$ cat config.mk
export PLATFORM = sky130hd
export DESIGN_NAME = pc_sample_bank
export DESIGN_NICKNAME = d
export VERILOG_FILES = /design/src/rtl/pcs_pkg.sv /design/src/rtl/pcs_ctrl.sv /design/src/rtl/pcs_datapath.sv /design/src/rtl/pc_sample_bank.sv
export SDC_FILE = /design/constraint.sdc
export NUM_CORES = 1
export LEC_CHECK = 0
export CAP_MARGIN = 20
export CORE_UTILIZATION = 45
export DETAILED_ROUTE_END_ITERATION = 6
export GPL_TIMING_DRIVEN = 0
export PLACE_DENSITY = 0.85
export REMOVE_ABC_BUFFERS = 1
export SYNTH_ARGS = -nofsm -noshare
export SYNTH_HDL_FRONTEND = slang
export SYNTH_SLANG_ARGS = --single-unit
$ cat constraint.sdc
create_clock -name clk -period 7.2 [get_ports clk]
set_input_delay 1.44 -clock clk [delete_from_list [all_inputs] [get_ports clk]]
set_output_delay 1.44 -clock clk [all_outputs]
set_load 0.05 [all_outputs]
$ cat src/rtl/pcs_pkg.sv
package pcs_pkg;
  localparam int ADDR_W = 12;
  localparam int DATA_W = 32;

  localparam logic [ADDR_W-1:0] OFF_PC_LO  = 12'h0A0;
  localparam logic [ADDR_W-1:0] OFF_CTX    = 12'h0A4;
  localparam logic [ADDR_W-1:0] OFF_VM     = 12'h0A8;
  localparam logic [ADDR_W-1:0] OFF_PC_HI  = 12'h0AC;
  localparam logic [ADDR_W-1:0] OFF_OSLOCK = 12'h300;
  localparam logic [ADDR_W-1:0] OFF_STATUS = 12'h314;
  localparam logic [ADDR_W-1:0] OFF_ID1    = 12'hFC4;
  localparam logic [ADDR_W-1:0] OFF_ID     = 12'hFC8;

  typedef enum logic [2:0] {
    SEL_NONE, SEL_PC_LO, SEL_CTX, SEL_VM, SEL_PC_HI, SEL_STATUS, SEL_ID, SEL_ID1
  } regSel_t;

  typedef struct packed {
    regSel_t sel;
    logic    rdActive;
    logic    gateOpen;
    logic    prohibited;
    logic    capture;
  } ctrlStrobe_t;
endpackage

$ cat src/rtl/pcs_ctrl.sv
module pcs_ctrl
  import pcs_pkg::*;
(
  input  logic              clk,
  input  logic              rstN,
  input  logic              psel,
  input  logic              penable,
  input  logic              pwrite,
  input  logic [ADDR_W-1:0] paddr,
  input  logic              wrBit0,
  input  logic              corePowered,
  input  logic              profProhibit,
  output ctrlStrobe_t       stb
);
  logic [ADDR_W-1:0] wordAddr;
  logic              accPhase;
  logic              osLock;
  regSel_t           sel;

  assign wordAddr = {paddr[ADDR_W-1:2], 2'b00};
  assign accPhase = psel && penable;

  always_comb begin
    unique case (wordAddr)
      OFF_PC_LO:  sel = SEL_PC_LO;
      OFF_CTX:    sel = SEL_CTX;
      OFF_VM:     sel = SEL_VM;
      OFF_PC_HI:  sel = SEL_PC_HI;
      OFF_STATUS: sel = SEL_STATUS;
      OFF_ID:     sel = SEL_ID;
      OFF_ID1:    sel = SEL_ID1;
      default:    sel = SEL_NONE;
    endcase
  end

  always_ff @(posedge clk or negedge rstN) begin
    if (!rstN)                                          osLock <= 1'b1;
    else if (accPhase && pwrite && wordAddr == OFF_OSLOCK) osLock <= wrBit0;
  end

  always_comb begin
    stb.sel        = sel;
    stb.rdActive   = psel && !pwrite;
    stb.gateOpen   = !osLock && corePowered;
    stb.prohibited = profProhibit;
    stb.capture    = accPhase && !pwrite && sel == SEL_PC_LO
                     && !osLock && corePowered && !profProhibit;
  end
endmodule

$ cat src/rtl/pcs_datapath.sv
module pcs_datapath
  import pcs_pkg::*;
#(
  parameter int PC_W         = 64,
  parameter int CTX_W        = 32,
  parameter int VMID_W       = 8,
  parameter int SAMPLE_LEVEL = 3,
  parameter int OFFSET_MODE  = 1
) (
  input  logic              clk,
  input  logic              rstN,
  input  ctrlStrobe_t       stb,
  input  logic [PC_W-1:0]   livePc,
  input  logic [CTX_W-1:0]  liveCtxId,
  input  logic [VMID_W-1:0] liveVmid,
  input  logic              liveNonSecure,
  input  logic [1:0]        liveEl,
  input  logic              liveIs64,
  input  logic              corePowered,
  input  logic              dblLock,
  output logic [DATA_W-1:0] prdata
);
  localparam int HALF = PC_W / 2;
  localparam logic [DATA_W-1:0] ALL_ONES = '1;

  logic [HALF-1:0]   pcHiSmp;
  logic [CTX_W-1:0]  ctxSmp;
  logic [DATA_W-1:0] vmSmp;
  logic [DATA_W-1:0] vmLive;

  always_comb begin
    vmLive               = '0;
    vmLive[31]           = liveNonSecure;
    vmLive[30]           = (liveEl == 2'd2);
    vmLive[29]           = (liveEl == 2'd3);
    vmLive[28]           = liveIs64;
    vmLive[VMID_W-1:0]   = liveVmid;
  end

  always_ff @(posedge clk or negedge rstN) begin
    if (!rstN) begin
      pcHiSmp <= '0;
      ctxSmp  <= '0;
    end else if (stb.capture) begin
      pcHiSmp <= livePc[PC_W-1:HALF];
      ctxSmp  <= liveCtxId;
    end
  end

  generate
    if (SAMPLE_LEVEL >= 3) begin : g_vm
      always_ff @(posedge clk or negedge rstN) begin
        if (!rstN)            vmSmp <= '0;
        else if (stb.capture) vmSmp <= vmLive;
      end
    end else begin : g_novm
      assign vmSmp = '0;
    end
  endgenerate

  always_comb begin
    prdata = '0;
    if (stb.rdActive) begin
      unique case (stb.sel)
        SEL_PC_LO:  if (stb.gateOpen)
                      prdata = stb.prohibited ? ALL_ONES : livePc[DATA_W-1:0];
        SEL_CTX:    if (stb.gateOpen) prdata = ctxSmp;
        SEL_VM:     if (stb.gateOpen) prdata = vmSmp;
        SEL_PC_HI:  if (stb.gateOpen) prdata = pcHiSmp;
        SEL_STATUS: begin
                      prdata[0] = corePowered;
                      prdata[6] = dblLock;
                    end
        SEL_ID:     prdata[3:0] = 4'(SAMPLE_LEVEL);
        SEL_ID1:    prdata[3:0] = 4'(OFFSET_MODE);
        default:    prdata = '0;
      endcase
    end
  end
endmodule

$ cat src/rtl/pc_sample_bank.sv
module pc_sample_bank
  import pcs_pkg::*;
#(
  parameter int PC_W         = 64,
  parameter int CTX_W        = 32,
  parameter int VMID_W       = 8,
  parameter int SAMPLE_LEVEL = 3,
  parameter int OFFSET_MODE  = 1
) (
  input  logic              clk,
  input  logic              rstN,
  input  logic              psel,
  input  logic              penable,
  input  logic              pwrite,
  input  logic [11:0]       paddr,
  input  logic [31:0]       pwdata,
  output logic [31:0]       prdata,
  input  logic [63:0]       livePc,
  input  logic [31:0]       liveCtxId,
  input  logic [7:0]        liveVmid,
  input  logic              liveNonSecure,
  input  logic [1:0]        liveEl,
  input  logic              liveIs64,
  input  logic              corePowered,
  input  logic              dblLock,
  input  logic              profProhibit
);
  ctrlStrobe_t stb;

  pcs_ctrl u_ctrl (
    .clk(clk), .rstN(rstN), .psel(psel), .penable(penable), .pwrite(pwrite),
    .paddr(paddr), .wrBit0(pwdata[0]), .corePowered(corePowered),
    .profProhibit(profProhibit), .stb(stb)
  );

  pcs_datapath #(
    .PC_W(PC_W), .CTX_W(CTX_W), .VMID_W(VMID_W),
    .SAMPLE_LEVEL(SAMPLE_LEVEL), .OFFSET_MODE(OFFSET_MODE)
  ) u_dp (
    .clk(clk), .rstN(rstN), .stb(stb), .livePc(livePc), .liveCtxId(liveCtxId),
    .liveVmid(liveVmid), .liveNonSecure(liveNonSecure), .liveEl(liveEl),
    .liveIs64(liveIs64), .corePowered(corePowered), .dblLock(dblLock),
    .prdata(prdata)
  );
endmodule

==> run metrics <==
status completed; Starting Density between 40% and 50%; Mapped Cells between 300 and 400; mux share of post-synthesis cell area between 20% and 30%; Via density 5.48; CP Data Arrival Time between 5 and 6 ns; nets@finish approximately 700; Final Max Slew Viols 0; DPL Wire Length slightly below 8 mm; share of the cycle needed by the critical path after routing between 90% and 100%; met1 Use GR between 30 and 40%; CP startpoint paddr[4]; share of layout cells above drive strength 1 20.0%; num ports 192; Distinct cells, synth between 40 and 50; Post-Synth Simple-Gate Area between 10% and 20%; CTS Buf Count 9; flops & latches, synth 77; # diodes 0; LEAKAGE 2.45 nW; most used routing layer met2; Seq/Total Area, Yosys a little under half; number of fillers in the final layout 682; Post-Syn Area between 4000 and 5000 µm²; minimum clock period after layout 6.80 ns; FF-to-FF End u_dp.ctxSmp[30]; clock sinks 77; post-CTS resize count 0; largest family of logic cells by synthesized area multiplexers; placer congestion estimate approximately 0.88; cell area after layout around 5900 µm²; I/O Buffers about 160; Layout area overhead 45.5%; critical-path cell list clkdlybuf4s50_1 > nand2b_1 > or3_1 > o32a_1 > and2_1 > nand3_1 > a41oi_1 > clkdlybuf4s50_1; most frequent cell on the critical path clkdlybuf4s50_1; Placement Cell Area ~5700 µm²; ys flop type dfrtp_1; area share of xor/xnor cells in the synthesized design 0.428%; post-CTS setup buffers 0; reg-to-reg slack, setup roughly 4.7 ns; grt ovf 0; Critical Path RT approximately 5.8 ns; Synth async-reset ratio between 90% and 100%; crit-path max FO 21; worst min path class register to register; CTS Buffer Depth 2; unrepaired setup endpoints after global routing false; Routed WL between 10 and 15 mm; Worst Setup EP prdata[0]; clk slew on worst S/H paths approximately 0.080 ns; Ys Warns 0; max incr delay on CP slightly below 0.9 ns; number of global-route vias before repair between 3000 and 4000; Worst Tran Pin Value ~1 ns; worst-skew pair later-pin latency 0.34 ns; Antenna Nets Post-Route 0; CTS tree done; first drt pass iteration count 4; Worst slew margin a little over a third; number of synthesized flops with an enable pin 0; MaxCap Viol Count 0; CTS HTree Levels 3; Critical Path Source Type primary input; CP max stage cell and2_1; first-pass GRT wire length roughly 18 mm; GRT Total Usage approximately 24%; WS Path Type primary input to primary output; fmax ~150 MHz; initial antenna violation count 0; Synth Area in Adders 0%; hold buffers post-CTS 0; pwr dens approximately 140 nW/µm²; worst r2r src u_ctrl.osLock; Via Count 3503; die width around 100 µm; drt wl/cell around 17 µm; largest net degree at the start of global routing 59; CP endpoint kind primary output; Die Ht 97.3 µm; # setup viols final 0; Synth Area in Compound Gates a little under an eighth; Avg Inst Size Synth between 10 and 15 µm²; worst r2r path cells 5; M3 GR Usage 6.62%; skew final 0.0107 ns; # DRC 0; M2 GR Usage 39.9%; drt initial violations 140; setup_tns 0 ns; core footprint approximately 8800 µm²; root buf cell clkbuf_8; hold_ws 0.495 ns; Rows 34; Final Hold Vio Count 0; Max VDD drop a little over 100 µV; die area 9470 µm²
==> report_power, final <==
part / total (mW) / leakage (nW) / switching, mW / internal, mW
sequential: 0.433 / 1.06 / 0.000282 / 0.433
clock: 0.332 / 0.104 / 0.152 / 0.180
combinational: 0.0974 / 1.28 / 0.0312 / 0.0662
==> cell usage after synthesis, types with 4 or more instances <==
cell type | number | area [µm²]
inv_1 | 4 | 15.0
nand3_1 | 10 | 50.1
mux2_2 | 68 | 766
dfrtp_1 | 76 | 1900
clkbuf_1 | 13 | 48.8
o21ai_0 | 33 | 165
nor2b_1 | 4 | 25.0
mux2_1 | 6 | 67.6
a31oi_1 | 30 | 188
nand2_1 | 65 | 244
mux2_4 | 10 | 150
nand2b_1 | 4 | 25.0
nor2_1 | 4 | 15.0
buf_4 | 7 | 52.6
==> cell usage in the layout, fill, tap and decap left out, types with 6 or more instances in the layout <==
| cell type | instances |
|---|---|
| o21ai_0 | 33 |
| dfrtp_1 | 76 |
| clkdlybuf4s50_1 | 157 |
| nand3_1 | 10 |
| mux2_1 | 6 |
| nand2_1 | 65 |
| mux2_4 | 10 |
| a31oi_1 | 30 |
| clkbuf_8 | 11 |
| mux2_2 | 68 |
==> per-stage QoR <==
stage / cells / power [mW] / util [%] / worst slack, ns
2_1_floorplan: 350 / 0.450 / - / 1.14
4_1_cts: 638 / 0.874 / 67.7 / 0.372
3_3_place_gp: 616 / 0.534 / 64.1 / -0.622
6_report: 639 / 0.862 / 67.9 / 0.397
3_5_place_dp: 622 / 0.539 / 65.4 / 0.401
5_1_grt: 639 / 0.903 / 67.9 / 0.192
==> layer usage <==
metal  vias to the layer above  share of wire (%)
met2                       124                 49
met3                        18                6.2
met5                         -                  0
li1                       1654                  -
met1                      1707                 43
met4                         0                1.8
==> worst min-delay path by stage <==
stage               startpoint              end  slack (ns)  cells after the start
6_report       u_dp.ctxSmp[17]  u_dp.ctxSmp[17]        0.49                      1
2_1_floorplan  u_dp.ctxSmp[13]  u_dp.ctxSmp[13]        0.46                      1
4_1_cts        u_dp.ctxSmp[14]  u_dp.ctxSmp[14]        0.49                      1
3_3_place_gp   u_dp.ctxSmp[18]  u_dp.ctxSmp[18]        0.47                      1
3_5_place_dp   u_dp.ctxSmp[14]  u_dp.ctxSmp[14]        0.48                      1
5_1_grt        u_dp.ctxSmp[14]  u_dp.ctxSmp[14]        0.51                      1
==> area by class of cell <==
class                   count  area [µm²]  share of cell area, %
flip-flops and latches     77        1930                   32.4
repair buffers            165        1690                   28.5
inverters                   4        15.0                  0.252
clock buffers              13         159                   2.67
clock inverters             3        43.8                  0.736
multi-input cells         269        1970                   33.2
well taps                 108         135                   2.27
==> critical path, delay by kind of cell <==
family / cells / cell delay, ns
AO/OA/AOI/OAI: 2 / 0.96
AND/OR/NAND/NOR: 4 / 1.51
buffers and inverters: 2 / 1.44
==> kinds of logic after synthesis <==
family,Yosys count
flip-flops,77
XOR/XNOR,2
AO/OA/AOI/OAI,77
multiplexers,84
buffers and inverters,33
AND/OR/NAND/NOR,106
==> flip-flops by register name (all words and copies together), names as in the netlist <==
name and cells:
u_dp.pcHiSmp 32, u_ctrl.osLock 1, u_dp.ctxSmp 32, u_dp.vmSmp 12
Power figures use the tool's default switching activity.
